**src/rtl/lcd_tc_pkg.sv**
```systemverilog
package lcd_tc_pkg;
  localparam int NSTAGE = 3;
  localparam int ST_PCLK = 0;
  localparam int ST_SYNC = 1;
  localparam int ST_DISP = 2;

  localparam logic [2:0] A_CLK  = 3'd0;
  localparam logic [2:0] A_SYNC = 3'd1;
  localparam logic [2:0] A_VPOR = 3'd2;
  localparam logic [2:0] A_HPOR = 3'd3;
  localparam logic [2:0] A_SIZE = 3'd4;
  localparam logic [2:0] A_MODE = 3'd5;

  typedef struct packed {
    logic [15:0] vsw_m1;
    logic [15:0] hsw_m1;
    logic [15:0] vbp;
    logic [15:0] vfp_m1;
    logic [15:0] hbp_m1;
    logic [15:0] hfp_m1;
    logic [15:0] vact_m1;
    logic [15:0] hact_m1;
  } tc_geom_t;
endpackage

```
**src/rtl/lcd_tc_regs.sv**
```systemverilog
module lcd_tc_regs
  import lcd_tc_pkg::*;
#(
  parameter int DIVW = 8
) (
  input  logic            clk,
  input  logic            rst,
  input  logic            wr_en,
  input  logic [2:0]      wr_addr,
  input  logic [31:0]     wr_data,
  output tc_geom_t        geom,
  output logic [DIVW-1:0] div,
  output logic            clk2x,
  output logic            hpol,
  output logic            vpol,
  output logic [1:0]      fmt
);
  logic unused_wd;
  assign unused_wd = ^wr_data;

  always_ff @(posedge clk) begin
    if (rst) begin
      geom  <= '0;
      div   <= '0;
      clk2x <= 1'b0;
      hpol  <= 1'b0;
      vpol  <= 1'b0;
      fmt   <= 2'd0;
    end else if (wr_en) begin
      case (wr_addr)
        A_CLK: begin
          div   <= wr_data[DIVW-1:0];
          clk2x <= wr_data[16];
        end
        A_SYNC: {geom.vsw_m1, geom.hsw_m1} <= wr_data;
        A_VPOR: {geom.vbp, geom.vfp_m1}    <= wr_data;
        A_HPOR: {geom.hbp_m1, geom.hfp_m1} <= wr_data;
        A_SIZE: {geom.vact_m1, geom.hact_m1} <= wr_data;
        A_MODE: begin
          hpol <= wr_data[0];
          vpol <= wr_data[1];
          fmt  <= wr_data[9:8];
        end
        default: ;
      endcase
    end
  end
endmodule

```
**src/rtl/lcd_tc_clkdiv.sv**
```systemverilog
module lcd_tc_clkdiv #(
  parameter int DIVW = 8
) (
  input  logic            clk,
  input  logic            rst,
  input  logic [DIVW-1:0] div,
  input  logic            clk2x,
  output logic            tick
);
  localparam int AW = DIVW + 1;

  logic [AW-1:0] acc, nxt, divc;

  always_comb begin
    divc = (div < DIVW'(2)) ? AW'(2) : AW'(div);
    nxt  = acc + (clk2x ? AW'(2) : AW'(1));
    tick = (nxt >= divc);
  end

  always_ff @(posedge clk) begin
    if (rst)       acc <= '0;
    else if (tick) acc <= nxt - divc;
    else           acc <= nxt;
  end
endmodule

```
**src/rtl/lcd_tc_stages.sv**
```systemverilog
module lcd_tc_stages #(
  parameter int         N          = 3,
  parameter logic [N-1:0] WAIT_FRAME = 3'b010
) (
  input  logic         clk,
  input  logic         rst,
  input  logic         tick,
  input  logic         frame_end,
  input  logic [N-1:0] en_stb,
  input  logic [N-1:0] dis_stb,
  output logic [N-1:0] stat
);
  logic [N-1:0] pend_on, pend_off;

  for (genvar i = 0; i < N; i++) begin : g_st
    logic st_q, pon_q, poff_q, pred_ok, succ_clear, take_on, take_off, hold;

    if (i == 0) begin : g_first
      assign pred_ok = 1'b1;
    end else begin : g_pred
      assign pred_ok = stat[i-1] && !pend_off[i-1];
    end
    if (i == N-1) begin : g_last
      assign succ_clear = 1'b1;
    end else begin : g_succ
      assign succ_clear = !stat[i+1] && !pend_on[i+1];
    end

    assign take_on  = en_stb[i]  && !st_q && pred_ok;
    assign take_off = dis_stb[i] &&  st_q && succ_clear;
    assign hold     = WAIT_FRAME[i] && !frame_end;

    always_ff @(posedge clk) begin
      if (rst) begin
        st_q   <= 1'b0;
        pon_q  <= 1'b0;
        poff_q <= 1'b0;
      end else begin
        if (tick && pon_q) begin
          st_q  <= 1'b1;
          pon_q <= 1'b0;
        end
        if (tick && poff_q && !hold) begin
          st_q   <= 1'b0;
          poff_q <= 1'b0;
        end
        if (take_on) begin
          pon_q  <= 1'b1;
          poff_q <= 1'b0;
        end
        if (take_off) begin
          poff_q <= 1'b1;
          pon_q  <= 1'b0;
        end
      end
    end

    assign stat[i]     = st_q;
    assign pend_on[i]  = pon_q;
    assign pend_off[i] = poff_q;
  end
endmodule

```
**src/rtl/lcd_tc_timing.sv**
```systemverilog
module lcd_tc_timing
  import lcd_tc_pkg::*;
#(
  parameter int CW = 12,
  parameter int TW = CW + 3
) (
  input  logic          clk,
  input  logic          rst,
  input  logic          tick,
  input  logic          sync_on,
  input  logic          disp_on,
  input  tc_geom_t      geom,
  input  logic          hpol,
  input  logic          vpol,
  output logic          frame_end,
  output logic          hsync,
  output logic          vsync,
  output logic          de,
  output logic          vblank,
  output logic [TW-1:0] pos_x,
  output logic [TW-1:0] pos_y
);
  logic unused_geom;
  assign unused_geom = ^geom;

  logic [TW-1:0] hsw, hbp, hact, hfp, vsw, vbp, vact, vfp;
  logic [TW-1:0] h0, h1, htot, v0, v1, vtot;
  logic [TW-1:0] h, v;
  logic          h_last, v_last, in_act;

  always_comb begin
    hsw  = TW'(geom.hsw_m1[CW-1:0])  + TW'(1);
    hbp  = TW'(geom.hbp_m1[CW-1:0])  + TW'(1);
    hact = TW'(geom.hact_m1[CW-1:0]) + TW'(1);
    hfp  = TW'(geom.hfp_m1[CW-1:0])  + TW'(1);
    vsw  = TW'(geom.vsw_m1[CW-1:0])  + TW'(1);
    vbp  = TW'(geom.vbp[CW-1:0]);
    vact = TW'(geom.vact_m1[CW-1:0]) + TW'(1);
    vfp  = TW'(geom.vfp_m1[CW-1:0])  + TW'(1);
    h0 = hsw + hbp;  h1 = h0 + hact;  htot = h1 + hfp;
    v0 = vsw + vbp;  v1 = v0 + vact;  vtot = v1 + vfp;
    h_last    = (h >= htot - TW'(1));
    v_last    = (v >= vtot - TW'(1));
    frame_end = h_last && v_last;
    in_act    = (h >= h0) && (h < h1) && (v >= v0) && (v < v1);
  end

  always_ff @(posedge clk) begin
    if (rst) begin
      h <= '0;  v <= '0;
      hsync <= 1'b0;  vsync <= 1'b0;
      de <= 1'b0;  vblank <= 1'b0;
      pos_x <= '0;  pos_y <= '0;
    end else begin
      vblank <= 1'b0;
      if (tick) begin
        if (sync_on) begin
          hsync  <= (h < hsw) ^ hpol;
          vsync  <= (v < vsw) ^ vpol;
          de     <= disp_on && in_act;
          vblank <= (h == '0) && (v == v1);
          pos_x  <= h;
          pos_y  <= v;
          if (h_last) begin
            h <= '0;
            v <= v_last ? '0 : v + TW'(1);
          end else begin
            h <= h + TW'(1);
          end
        end else begin
          h <= '0;  v <= '0;
          hsync <= hpol;  vsync <= vpol;
          de <= 1'b0;
          pos_x <= '0;  pos_y <= '0;
        end
      end
    end
  end
endmodule

```
**src/rtl/lcd_tc.sv**
```systemverilog
module lcd_tc
  import lcd_tc_pkg::*;
#(
  parameter  int CW   = 12,
  parameter  int DIVW = 8,
  localparam int TW   = CW + 3
) (
  input  logic          clk,
  input  logic          rst,
  input  logic          wr_en,
  input  logic [2:0]    wr_addr,
  input  logic [31:0]   wr_data,
  input  logic [2:0]    en_stb,
  input  logic [2:0]    dis_stb,
  output logic [2:0]    stage_on,
  output logic          pix_ce,
  output logic          hsync,
  output logic          vsync,
  output logic          de,
  output logic          vblank,
  output logic [TW-1:0] pos_x,
  output logic [TW-1:0] pos_y,
  output logic [1:0]    out_fmt
);
  tc_geom_t        w_geom;
  logic [DIVW-1:0] w_div;
  logic            w_clk2x, w_hpol, w_vpol, w_tick, w_fend;

  lcd_tc_regs #(.DIVW(DIVW)) u_regs (
    .clk(clk), .rst(rst), .wr_en(wr_en), .wr_addr(wr_addr), .wr_data(wr_data),
    .geom(w_geom), .div(w_div), .clk2x(w_clk2x), .hpol(w_hpol), .vpol(w_vpol),
    .fmt(out_fmt)
  );

  lcd_tc_clkdiv #(.DIVW(DIVW)) u_div (
    .clk(clk), .rst(rst), .div(w_div), .clk2x(w_clk2x), .tick(w_tick)
  );

  lcd_tc_stages #(.N(NSTAGE), .WAIT_FRAME(3'b010)) u_stages (
    .clk(clk), .rst(rst), .tick(w_tick), .frame_end(w_fend),
    .en_stb(en_stb), .dis_stb(dis_stb), .stat(stage_on)
  );

  lcd_tc_timing #(.CW(CW), .TW(TW)) u_timing (
    .clk(clk), .rst(rst), .tick(w_tick),
    .sync_on(stage_on[ST_SYNC]), .disp_on(stage_on[ST_DISP]),
    .geom(w_geom), .hpol(w_hpol), .vpol(w_vpol), .frame_end(w_fend),
    .hsync(hsync), .vsync(vsync), .de(de), .vblank(vblank),
    .pos_x(pos_x), .pos_y(pos_y)
  );

  always_ff @(posedge clk) begin
    if (rst) pix_ce <= 1'b0;
    else     pix_ce <= w_tick && stage_on[ST_PCLK];
  end
endmodule

```
**config.mk**
```make
export PLATFORM = sky130hd
export DESIGN_NAME = lcd_tc
export DESIGN_NICKNAME = d
export VERILOG_FILES = /design/src/rtl/lcd_tc_pkg.sv /design/src/rtl/lcd_tc_regs.sv /design/src/rtl/lcd_tc_clkdiv.sv /design/src/rtl/lcd_tc_stages.sv /design/src/rtl/lcd_tc_timing.sv /design/src/rtl/lcd_tc.sv
export SDC_FILE = /design/constraint.sdc
export NUM_CORES = 1
export LEC_CHECK = 0
export ABC_AREA = 1
export BUFFER_PORTS_ARGS = -buffer_cell sky130_fd_sc_hd__buf_4
export CAP_MARGIN = 20
export CORE_MARGIN = 8
export CORE_UTILIZATION = 30
export CTS_BUF_LIST = sky130_fd_sc_hd__clkbuf_8
export CTS_CLUSTER_DIAMETER = 30
export DETAILED_ROUTE_END_ITERATION = 16
export GPL_TIMING_DRIVEN = 0
export HOLD_SLACK_MARGIN = 0.05
export PLACE_DENSITY_LB_ADDON = 0.05
export REMOVE_ABC_BUFFERS = 1
export SETUP_SLACK_MARGIN = 0.1
export SLEW_MARGIN = 10
export SYNTH_ARGS = -nofsm -noshare
export SYNTH_HDL_FRONTEND = slang
export SYNTH_SLANG_ARGS = --single-unit
```
**constraint.sdc**
```tcl
create_clock -name clk -period 17.27 [get_ports clk]
set_input_delay 2.5905 -clock clk [delete_from_list [all_inputs] [get_ports clk]]
set_output_delay 2.5905 -clock clk [all_outputs]
set_load 0.05 [all_outputs]
```
### Yosys cells after proc, flatten, opt, wreduce, memory -nomap -nowiden

Cells that the tools add are included.

* add/sub/neg operators: 19
* multipliers: 0
* divide/modulo/power cells: 0
* $lt $le $gt $ge: 10
* equal/unequal tests: 7
* shifts and indexed selects: 0
* multiplexer cells: 28
* bitwise gates (word level): 4
* reductions and logical operators: 57

Operator list (count)
* two-way mux 15 bit: 7
* adder 12 x 1 -> 13 bit, second input constant: 7
* adder 15 bit: 5
* greater-or-equal comparator 15 bit: 4
* < comparator 15 bit: 4
* adder 15 x 1 -> 15 bit, second input constant: 2
* subtractor 15 x 1 -> 15 bit, second input constant: 2
* logical AND 1 bit: 28
* two-way mux 1 bit: 18
* == test 15 bit: 1
* logical NOT 15 bit: 1
* adder 13 x 12 -> 14 bit: 1
* AND reduction 2 bit: 7
* OR reduction 2 bit: 6
* adder 9 bit: 1
* greater-or-equal comparator 9 bit: 1
* two-way mux 9 bit: 1
* nonzero test 3 bit: 3
* subtractor 9 bit: 1
* < comparator 8 x 2 -> 1 bit, second input constant: 1
* two-way mux 8 bit: 1
* logical NOT 1 bit: 7
* == test 3 x 2 -> 1 bit, second input constant: 2
* == test 3 bit, second input constant: 2
* 8 further kinds: 12

* flip-flop bits (word level): 192
* latch bits: 0
* RAM bits: 0
* memory bits (read-only): 0
* input port bits: 44
* logic and storage cells: 157
* memories: 0

### Logic depth before layout (Yosys ltp)

* depth in word-level cells: 11
* mapped depth: 47

### Cells and area by module

Synthesis repeated with hierarchy kept, for this count alone.

* cells, all modules: 2610
* area, all modules: 17355.4 µm²

By module, submodules not included
* lcd_tc_timing: times used 1, cells each 1549, area an instance 10098.4 µm²
* lcd_tc_regs: times used 1, cells each 814, area an instance 5669.2 µm²
* lcd_tc_clkdiv: times used 1, cells each 183, area an instance 1133.6 µm²
* lcd_tc_stages: times used 1, cells each 61, area an instance 424.2 µm²
* lcd_tc: times used 1, cells each 3, area an instance 30.0 µm²

### Least setup slack after synthesis

Ideal clock, no wire load.

* path type: register to register
* start: reg u_regs.geom[112] (netlist name)
* end: reg u_timing.v[13]
* library setup time: 0.070 ns
* arrival: 6.030 ns
* data required time: 17.200 ns
* path slack: 11.170 ns
* stages on the path, launching flop included: 45
* buffers on the path: 1
* clock period less this slack: 6.100 ns
* path through: dfxtp_1 -> ha_1 -> fa_1 -> nand2_1 -> nand3_1 -> and2_1 -> xor2_1 -> ha_1 -> a21oi_1 -> nand2_1 -> nor2_1 -> nor2_1 -> nand3_1 -> nand2_1 -> xor2_1 -> ha_1 -> inv_1 -> ha_1 -> (+9 left out) -> nand2_1 -> a21oi_1 -> inv_1 -> nand3_1 -> nand2_1 -> ha_1 -> nand2_1 -> inv_1 -> nand3_1 -> inv_1 -> a221oi_1 -> nand2_1 -> nor2_1 -> clkbuf_1 -> inv_1 -> a31oi_1 -> o21ai_0 -> a21oi_1

* word-level cells in the longest chain between the ends: 9

RTL lines
* adder 12 x 1 -> 13 bit: RTL line lcd_tc_timing.sv:36 `vsw = TW'(geom.vsw_m1[CW-1:0]) + TW'(1);`
* adder 13 x 12 -> 14 bit: RTL line lcd_tc_timing.sv:41 `v0 = vsw + vbp; v1 = v0 + vact; vtot = v1 + vfp;`
* adder 15 bit (2 in series): RTL line lcd_tc_timing.sv:41
* subtractor 15 x 1 -> 15 bit: RTL line lcd_tc_timing.sv:43 `v_last = (v >= vtot - TW'(1));`
* greater-or-equal comparator 15 bit: RTL line lcd_tc_timing.sv:43
* two-way mux 15 bit: RTL line lcd_tc_timing.sv:66 `v <= v_last ? '0 : v + TW'(1);`
* two-way mux 15 bit: RTL line lcd_tc_timing.sv:64 `if (h_last) begin`
* two-way mux 15 bit: RTL line lcd_tc_timing.sv:57 `if (sync_on) begin`
* end signal, assigned: RTL line lcd_tc_timing.sv:66
* end, declared: RTL line lcd_tc_timing.sv:28 `logic [TW-1:0] h, v;`

Every way passes these cells. The select of a mux whose other input is x is not followed.
A chain may end at the register's enable or synchronous reset.

### Worst setup path after layout

* start: reg u_regs.geom[96] (netlist name)
* end: reg u_timing.v[11]

* word-level cells in the longest chain between the ends: 8

RTL lines
* adder 12 x 1 -> 13 bit: RTL line lcd_tc_timing.sv:32 `hsw = TW'(geom.hsw_m1[CW-1:0]) + TW'(1);`
* adder 15 bit (3 in series): RTL line lcd_tc_timing.sv:40 `h0 = hsw + hbp; h1 = h0 + hact; htot = h1 + hfp;`
* subtractor 15 x 1 -> 15 bit: RTL line lcd_tc_timing.sv:42 `h_last = (h >= htot - TW'(1));`
* greater-or-equal comparator 15 bit: RTL line lcd_tc_timing.sv:42
* inequality test 2 x 1 -> 1 bit (no source line)
* AND reduction 2 bit (no source line)

Every way passes these cells.

==> out/results.ini <==
[outcome]
run_status = complete, no violations

[synth]
post_synth.cell_area_avg_um2 = 6.76
post_synthesis_cells = 2392
post_synth_fa_ha_maj_area_fraction_pct = 17.0
synth_cell_types = 58
synthTopCellsByCount = sky130_fd_sc_hd__nand2_1, sky130_fd_sc_hd__inv_1, sky130_fd_sc_hd__nor2_1
multiplexer_fraction_of_the_synthesized_cell_area_pct = 0
synth_seq_cells = 192
synth_top_family_by_area = simple AND/OR/NAND/NOR gates
synth-seq-area-share_pct = 23.8
synth_area_leader_cell = sky130_fd_sc_hd__dfxtp_1
yosys.area_share.simple_pct = 28.0
post_synthesis_async_set_or_reset_flop_share_pct = 0
synthMostInstantiatedCell = sky130_fd_sc_hd__nand2_1
syn-cell-area_um2 = 16200
synth_enable_flop_cells = 0
post_synth_main_area_contributors = sky130_fd_sc_hd__dfxtp_1, sky130_fd_sc_hd__ha_1, sky130_fd_sc_hd__nand2_1, sky130_fd_sc_hd__inv_1, sky130_fd_sc_hd__a21oi_1
synth_xor_xnor_area_share_pct = 7.14
ys_dominant_reg_cell = sky130_fd_sc_hd__dfxtp_1
synth.top_cell.area_share_pct = 23.8
ys_warn_count = 0
area_fraction_in_compound_gates_after_synthesis_pct = 14.3

[global_routing]
globalRoute.totalOverflow = 0
grt_pass1_wl_um = 83200
maximum_number_of_pins_on_one_net_before_global_route_repair = 92
grt_pass1_vias = 14700
gr-usage-all-layers_pct = 17.7
antenna_found_initial = 3

[setup_path]
critPathCaptureType = register
path_max_fanout = 17
crit_arrival_ns = 8.38
criticalPathCategory = register to register
cp_slowest_cell = sky130_fd_sc_hd__nand2_1
worstPathRequired_ns = 17.75
setup.worst_path.start_class = register
cp_common_cell = sky130_fd_sc_hd__nand2_1
maximum_cell_stage_delay_along_the_critical_path_ns = 0.55

[clock_tree]
clk_path_buf_depth = 2
tritoncts_clock_tree = built
htree_num_levels = 4
worstSkewPairLatency_ns = 0.58
cts-hold-fix-buffers = 0
clock-root-buffer = sky130_fd_sc_hd__clkbuf_8
numCtsBuffers = 17
post_cts_buffers = 0
postCtsResizedCells = 0
clkTransAtPathRegs_ns = 0.11
clock_sinks = 192

[die]
floorplan.die.height_um = 248
design.portCount = 84
die-area_um2 = 61600
initial_core_util_pct = 30.2
floorplan.rows = 85
die_w_um = 248
design.core.area_um2 = 53600

[pwr]
p_int_mw = 0.840
seq_power_share_pct = 31.8
clkPwrFrac_pct = 20.0
swShare_pct = 47.4
pwr-share-comb_pct = 48.2
leak_pwr_nw = 8.55
cellPowerDensity_nw_per_um2 = 89.0
finalPower_mw = 1.60
psw_mw = 0.755
ir_drop_v = 0.000125

[final_layout]
syn_to_final_growth_pct = 10.8
fraction_of_layout_cells_with_a_size_suffix_above_1_pct = 8.35
final_cells = 3140
design.final.nets = 2688

[detailed_routing]
route.final.wire_length_um = 53900
antenna_nets_post_route = 0
detail_route.iter0.violations = 723
drt_first_pass_iters = 5
drt-vias-per-instance = 4.84
detailroute.via_count = 15200
routed_wire_length_per_instance_um = 17.2
remaining_drc_errors = 0

[timing]
setup_tns_ns = 0
grt_setup_unrepaired = false
max_freq_mhz = 127
timing.slew.headroom_pct = 27.3
finalMaxSlewViolations = 0
period_minus_slack_ns = 7.90
final.period_utilization_pct = 45.8
fin_skew_ns = 0.0219
hold_viol = 0
final.hold.worst_slack_ns = 0.466
max_slew.worst_pin.slew_ns = 1.09
report.final.setup_viol = 0

[placement]
dpl.hpwl_um = 42600
gpl.final_weighted_congestion = 0.818
numPortBuffers = 75
dpl.cell_count = 3106

[job]
drv_cap = 0

[worst_hold_path]
holdCritPathClass = register to register

[metal layers]
layer,vias to the layer above,global-route usage (%),share of wire [%]
li1,7950,-,-
met4,0,4.55,1.6
met2,218,28.5,44
met5,-,0,0
met1,6989,24.5,51
met3,47,2.64,3.2
[registers in the layout (all words and copies together) (netlist names)]
name	cells
u_timing.de	1
u_timing.h	15
u_regs.geom	96
u_timing.hsync	1
u_stages.g_st.st_q	3
pix_ce	1
u_stages.g_st.poff_q	3
u_div.acc	9
u_regs.fmt	2
u_timing.vsync	1
u_timing.v	15
u_regs.hpol	1
u_timing.pos_x	15
u_regs.clk2x	1
u_timing.vblank	1
u_regs.vpol	1
u_stages.g_st.pon_q	3
u_regs.div	8
u_timing.pos_y	15
[stage by stage]
| stage | utilization, % | setup WS (ns) | cell area [µm²] |
|---|---|---|---|
| finish | 33.4 | 9.37 | 17900 |
| global route | 33.4 | 8.69 | 17900 |
| CTS | 33.4 | 9.32 | 17900 |
| detailed placement | 32.7 | 9.36 | 17500 |
| global placement | 32.4 | 9.34 | 17400 |
| floorplan | - | 11.01 | 15900 |
[final cells by class]
cell class,instances,area (µm²)
multi-input cells,1785,10800
clock inverters,13,116
fillers,5961,35700
flip-flops and latches,192,3840
repair buffers,84,734
inverters,350,1320
clock buffers,19,262
well taps,696,871
diodes,1,2.50
[final timing paths]
| path | start | to | slack, ns | depth (start not counted) |
|---|---|---|---|---|
| min reg2reg | u_stages.g_st[2].poff_q$_SDFFE_PP0P_ | u_stages.g_st[2].st_q$_SDFFE_PP0P_ | 0.47 | 1 |
| min | u_stages.g_st[2].poff_q$_SDFFE_PP0P_ | u_stages.g_st[2].st_q$_SDFFE_PP0P_ | 0.47 | 1 |
| max reg2reg | u_regs.geom[96]$_SDFFE_PP0P_ | u_timing.v[11]$_SDFFE_PP0P_ | 9.37 | 41 |
| max | u_regs.geom[96]$_SDFFE_PP0P_ | u_timing.v[11]$_SDFFE_PP0P_ | 9.37 | 41 |
[worst max-delay path, delay by kind of cell, from the launching register on]
| kind | cells | cell delay (ns) |
|---|---|---|
| buffers and inverters | 5 | 0.44 |
| AOI/OAI and AO/OA | 3 | 0.60 |
| DFF | 1 | 0.37 |
| xor gates and xnor gates | 1 | 0.18 |
| adders and majority gates | 4 | 1.29 |
| and+or+nand+nor | 28 | 4.93 |
[power groups by stage]
stage          Combinational [mW]  Sequential, mW  Clock (mW)
2_1_floorplan               0.540           0.515           0
3_3_place_gp                0.766           0.518           0
3_5_place_dp                0.777           0.518           0
4_1_cts                     0.781           0.508       0.336
5_1_grt                     0.878           0.513       0.348
6_report                    0.769           0.508       0.319
[kinds of logic (layout without fill, tap and decap cells)]
logic type      Yosys count  count (layout)
compound gates          424             424
xor+xnor                131             131
other cells               0               1
buf+inv                 415             466
flops                   192             192
simple gates           1015            1015
fa+ha+maj               215             215
[cells in the final DEF (no fill, tap or decap), types with 13 or more instances in the layout]
master / instances
sky130_fd_sc_hd__xnor2_1: 30
sky130_fd_sc_hd__nand4_1: 40
sky130_fd_sc_hd__inv_1: 334
sky130_fd_sc_hd__o21ai_0: 160
sky130_fd_sc_hd__a211oi_1: 18
sky130_fd_sc_hd__nor3_1: 29
sky130_fd_sc_hd__clkbuf_8: 19
sky130_fd_sc_hd__nor2_1: 238
sky130_fd_sc_hd__buf_4: 78
sky130_fd_sc_hd__dfxtp_1: 191
sky130_fd_sc_hd__a21oi_1: 193
sky130_fd_sc_hd__nand2_2: 26
sky130_fd_sc_hd__nand2_1: 423
sky130_fd_sc_hd__xor2_1: 100
sky130_fd_sc_hd__inv_2: 13
sky130_fd_sc_hd__nand3_1: 188
sky130_fd_sc_hd__nand3_2: 13
sky130_fd_sc_hd__ha_1: 206
Note: power is estimated with default switching activity, not from simulation.
